**config.mk**
```make
export PLATFORM = sky130hd
export DESIGN_NAME = pcibar_mem_decoder
export DESIGN_NICKNAME = d
export VERILOG_FILES = /design/src/rtl/pcibar_pkg.sv /design/src/rtl/pcibar_basereg.sv /design/src/rtl/pcibar_match.sv /design/src/rtl/pcibar_rdport.sv /design/src/rtl/pcibar_mem_decoder.sv
export SDC_FILE = /design/constraint.sdc
export NUM_CORES = 1
export LEC_CHECK = 0
export BUFFER_PORTS_ARGS = -buffer_cell sky130_fd_sc_hd__buf_2
export CAP_MARGIN = 20
export CORE_MARGIN = 3
export CORE_UTILIZATION = 44
export DETAILED_ROUTE_END_ITERATION = 10
export HOLD_SLACK_MARGIN = 0.08
export PLACE_DENSITY = 0.77
export SLEW_MARGIN = 10
export SYNTH_ARGS = -nofsm -noshare
export SYNTH_HDL_FRONTEND = slang
export SYNTH_HIERARCHICAL = 1
export SYNTH_SLANG_ARGS = --single-unit
```
**constraint.sdc**
```tcl
create_clock -name clk -period 1.8 [get_ports clk]
set_input_delay 0.18 -clock clk [delete_from_list [all_inputs] [get_ports clk]]
set_output_delay 0.18 -clock clk [all_outputs]
set_load 0.05 [all_outputs]
```
**src/rtl/pcibar_pkg.sv**
```systemverilog
package pcibar_pkg;
  // Fixed low readback field: memory space, 32-bit locatable, not prefetchable
  localparam logic [3:0] BAR_TYPE_BITS = 4'b0000;

  // Memory-class command codes that may be claimed
  localparam logic [3:0] CMD_MEM_RD      = 4'b0110;
  localparam logic [3:0] CMD_MEM_WR      = 4'b0111;
  localparam logic [3:0] CMD_MEM_RD_MULT = 4'b1100;
  localparam logic [3:0] CMD_MEM_RD_LINE = 4'b1110;
  localparam logic [3:0] CMD_MEM_WR_INV  = 4'b1111;

  function automatic logic is_mem_cmd(input logic [3:0] code);
    case (code)
      CMD_MEM_RD, CMD_MEM_WR, CMD_MEM_RD_MULT,
      CMD_MEM_RD_LINE, CMD_MEM_WR_INV: return 1'b1;
      default:                         return 1'b0;
    endcase
  endfunction
endpackage

```
**src/rtl/pcibar_basereg.sv**
```systemverilog
// Writable base field. Only bits at or above the region size exist.
module pcibar_basereg #(
  parameter int ADDR_W    = 32,
  parameter int SIZE_LOG2 = 12,
  localparam int BASE_W   = ADDR_W - SIZE_LOG2
) (
  input  logic              clk,
  input  logic              rst,
  input  logic              we,
  input  logic [BASE_W-1:0] bit_en,
  input  logic [BASE_W-1:0] wdata,
  output logic [BASE_W-1:0] base
);
  logic [BASE_W-1:0] base_q;

  generate
    for (genvar b = 0; b < BASE_W; b++) begin : g_bit
      always_ff @(posedge clk) begin
        if (rst)
          base_q[b] <= 1'b0;
        else if (we && bit_en[b])
          base_q[b] <= wdata[b];
      end
    end
  endgenerate

  assign base = base_q;
endmodule

```
**src/rtl/pcibar_match.sv**
```systemverilog
// Address-phase compare. Combinational so the claim is ready in the address phase.
module pcibar_match #(
  parameter int ADDR_W    = 32,
  parameter int SIZE_LOG2 = 12,
  localparam int BASE_W   = ADDR_W - SIZE_LOG2
) (
  input  logic [BASE_W-1:0] base,
  input  logic [BASE_W-1:0] addr_hi,
  input  logic [3:0]        cmd,
  input  logic              valid,
  input  logic              mse,
  output logic              hit
);
  import pcibar_pkg::*;

  logic base_live;
  logic addr_eq;

  always_comb begin
    base_live = |base;          // zero base means switched off
    addr_eq   = (addr_hi == base);
    hit       = valid && mse && is_mem_cmd(cmd) && base_live && addr_eq;
  end
endmodule

```
**src/rtl/pcibar_rdport.sv**
```systemverilog
// Registered configuration readback.
module pcibar_rdport #(
  parameter int ADDR_W    = 32,
  parameter int SIZE_LOG2 = 12,
  localparam int BASE_W   = ADDR_W - SIZE_LOG2
) (
  input  logic              clk,
  input  logic              rst,
  input  logic              re,
  input  logic [BASE_W-1:0] base,
  output logic [ADDR_W-1:0] rdata
);
  import pcibar_pkg::*;

  logic [ADDR_W-1:0] view;
  logic [ADDR_W-1:0] rdata_q;

  always_comb begin
    view = {base, {SIZE_LOG2{1'b0}}};
    view[3:0] = BAR_TYPE_BITS;
  end

  always_ff @(posedge clk) begin
    if (rst)
      rdata_q <= '0;
    else if (re)
      rdata_q <= view;
  end

  assign rdata = rdata_q;
endmodule

```
**src/rtl/pcibar_mem_decoder.sv**
```systemverilog
module pcibar_mem_decoder #(
  parameter int ADDR_W    = 32,
  parameter int SIZE_LOG2 = 12,
  localparam int BASE_W   = ADDR_W - SIZE_LOG2,
  localparam int LANES    = ADDR_W / 8
) (
  input  logic              clk,
  input  logic              rst,
  input  logic              cfg_we,
  input  logic              cfg_re,
  input  logic [LANES-1:0]  cfg_be,
  input  logic [ADDR_W-1:0] cfg_wdata,
  output logic [ADDR_W-1:0] cfg_rdata,
  input  logic              mem_space_en,
  input  logic              bus_addr_valid,
  input  logic [3:0]        bus_cmd,
  input  logic [ADDR_W-1:0] bus_addr,
  output logic              bar_hit
);
  logic [BASE_W-1:0] base_q;
  logic [BASE_W-1:0] bit_en;

  // Spread byte enables over the writable bits only
  generate
    for (genvar i = 0; i < BASE_W; i++) begin : g_lane
      assign bit_en[i] = cfg_be[(i + SIZE_LOG2) / 8];
    end
  endgenerate

  pcibar_basereg #(.ADDR_W(ADDR_W), .SIZE_LOG2(SIZE_LOG2)) u_base (
    .clk    (clk),
    .rst    (rst),
    .we     (cfg_we),
    .bit_en (bit_en),
    .wdata  (cfg_wdata[ADDR_W-1:SIZE_LOG2]),
    .base   (base_q)
  );

  pcibar_match #(.ADDR_W(ADDR_W), .SIZE_LOG2(SIZE_LOG2)) u_match (
    .base    (base_q),
    .addr_hi (bus_addr[ADDR_W-1:SIZE_LOG2]),
    .cmd     (bus_cmd),
    .valid   (bus_addr_valid),
    .mse     (mem_space_en),
    .hit     (bar_hit)
  );

  pcibar_rdport #(.ADDR_W(ADDR_W), .SIZE_LOG2(SIZE_LOG2)) u_rd (
    .clk   (clk),
    .rst   (rst),
    .re    (cfg_re),
    .base  (base_q),
    .rdata (cfg_rdata)
  );
endmodule

```
==> impl_metrics.csv <==
group,metric,value,unit
setup_path,critPathSlowestCell,"or4_4",
drt,wl_met3,393,um
floorplan,core_area,4140,um2
floorplan,io_pins,111,
global_route,gr-total-overflow,0,
finish,n_antenna_cell,0,
synth,synth.avg_cell_area,9.73,um2
finish,final_common_cell,"buf_2",
synth,synthCells,200,
floorplan,die_x,72.5,um
synth,yosysTopAreaCellShare,0.412,
sta,finClkSkew,5.57,ps
sta,drv_slew,0,
sta,layout_setup_ws,-249,ps
setup_path,worstPathCellList,"xnor2_2 -> nand4_1 -> or4_4 -> nor4_4 -> buf_6",
drt,drc,0,
drt,wl_per_cell,14.6,um
floorplan,die-area,5260,um2
floorplan,start_util,0.470,
synth,synth_cell_types,20,
global_route,grt_pass1_wl,7420,um
sta,worst_slew_pin_slew,601,ps
drt,top_layer,"met4",
pwr,max-vdd-ir-drop,515,uV
sta,finalSetupViolCount,1,
placement,dp_hpwl,3700,um
placement,gp_congestion,0.798,
floorplan,num_rows,23,
drt,vias,1722,
floorplan,die_height,72.5,um
setup_path,cp_max_fo,2,
global_route,grt_max_degree,25,
drt,routed_via_density,5.11,
cts,clk_pin_slew,70,ps
cts,numCtsBuffers,5,
sta,post-route-period-util,1.14,
synth,synth_area_leaders,"dfxtp_1 (41%), mux2i_1 (10%), a21bo_1 (9.8%)",
setup_path,worst_setup_path_end_kind,"output pin",
pwr,p_leak,1.20,nW
finish,stdcell_count,337,
run_status,violations,"setup timing",
sta,period_needed,2050,ps
drt,first_pass_iters,4,
finish,final_cell_mix,"buf_2 (72), dfxtp_1 (29), nand3_1 (21), nor2_1 (21), mux2i_1 (20)",
finish,area_growth,32.2,%
drt,wirelength,4930,um
sta,relSlewSlack,0.600,
setup_path,worstPathRequired,1620,ps
finish,layout-drive-gt1-share,0.411,
setup_path,cp_num_buf_inv,1,
synth,mappedNetlistArea,1950,um2
setup_path,start_kind,"flip-flop",
sta,finalHoldViolCount,0,
setup_path,max_stage_delay,550,ps
finish,fin_nets,364,
placement,portBuffers,73,
drt,wl_met2,2410,um
drt,detail_route.iter0.violations,71,
cts,cts_tree,"yes",
cts,insertion_delay,300,ps
sta,max_freq,0.488,GHz
global_route,antenna_found_initial,0,
run_status,status,"finished, violations left",
pwr,power-per-cell-area,827,nW/um2
cts,root_buffer,"clkbuf_8",
setup_path,crit_family,"simple AND/OR/NAND/NOR gates",
synth,seq_area_frac_synth,0.412,
drt,ant_nets,0,
drt,wl_met1,2060,um
cts,clk_path_buf_depth,2,
cts,cts.sinks,40,
global_route,grt_use_total,0.182,
synth,synth_area_leader_cell,"dfxtp_1",
cts,cts_hold_buf,0,
placement,placed_cells,328,
cts,cts_htree_levels,2,
global_route,grt_pass1_vias,1622,
pwr,power,2.13,mW
setup_path,arrival,1870,ps
synth,ys_seq_elements,40,
job,drv_cap,0,
sta,rsz0062_at_grt,"yes",
synth,yosysWarnings,6,
worst_hold_path,hold_class,"input pin to flip-flop",
setup_path,worst-setup-path-type,"flip-flop to output pin",
[synthesized netlist by cell type]
cell	instances
nor4_2	1
a21oi_2	2
nand4_1	5
dfxtp_1	40
conb_1	1
nand2_1	1
nor4_1	5
nor2b_1	1
a21bo_1	19
clkbuf_1	4
nor2_1	21
a21oi_1	18
nand3_1	21
xnor2_1	20
o2111ai_1	1
buf_4	12
mux2i_1	20
buf_6	6
a21bo_2	1
or4_1	1
[metrics by stage]
stage                     cell area (um2)  TNS [ps]  worst slack (ps)  hold WS (ps)   util
after floorplan                      2000     -54.9             -54.9           327      -
after global placement               2380         0              11.0           435  0.575
after detailed placement             2380         0              2.61           444  0.575
after CTS                            2520      -220              -220           122  0.609
after global routing                 2570      -348              -348           129  0.620
final                                2570      -249              -249           128  0.620
[routing by layer]
layer / vias up / global-route usage
met5: - / 0
met4: 0 / 0.0615
met3: 8 / 0.0568
met2: 57 / 0.298
met1: 803 / 0.228
li1: 854 / -
[power by group]
group	switching, mW	internal, mW	total [mW]
clock network	0.306	0.489	0.795
logic	0.230	0.158	0.387
registers	0.0254	0.918	0.943
total	0.561	1.56	2.13
[flip-flops by register name (all words and copies together) (netlist names)]
signal,cells
u_base/base,20
u_rd/rdata,20
[tightest hold or removal path, delay by kind of cell]
family                 cells  cell delay [ps]
AND/OR/NAND/NOR            1               50
AO/OA/AOI/OAI              1               50
buffers and inverters      1               90
[final timing paths]
| path | from | to | slack (ps) | depth (start not counted) |
|---|---|---|---|---|
| worst max-delay path | u_base/base[0]$_SDFFE_PP0P_ | bar_hit | -250 | 5 |
| worst min register to register | u_rd/rdata[28]$_SDFFE_PP0P_ | u_rd/rdata[28]$_SDFFE_PP0P_ | 500 | 2 |
| worst max register to register | u_base/base[11]$_SDFFE_PP0P_ | u_base/base[11]$_SDFFE_PP0P_ | 850 | 4 |
| worst min-delay path | cfg_wdata[13] | u_base/base[1]$_SDFFE_PP0P_ | 130 | 3 |
[what timing repair did]
action,4_1_cts,5_1_grt
pin swaps,0,14
endpoints found under the setup margin,1,1
hold endpoints to repair,0,0
cloned,0,0
buffers inserted,0,1
gates resized for setup,5,13
[logic make-up after synthesis]
kind of cell / after synthesis / share of synthesized area
multiplexers: 20 / 0.103
other: 1 / 0.00193
flip-flops: 40 / 0.412
buffers and inverters: 22 / 0.0887
AO/OA/AOI/OAI: 41 / 0.163
XOR/XNOR: 20 / 0.0900
AND/OR/NAND/NOR: 56 / 0.142
[final cells by class]
cell class,instances,area [um2]
Sequential cell,40,815
Clock inverter,1,30.0
Fill cell,367,1570
Clock buffer,7,96.3
Timing Repair Buffer,90,512
Tap cell,50,62.6
Multi-Input combinational cell,149,1060
(Power assumes the default switching activity.)
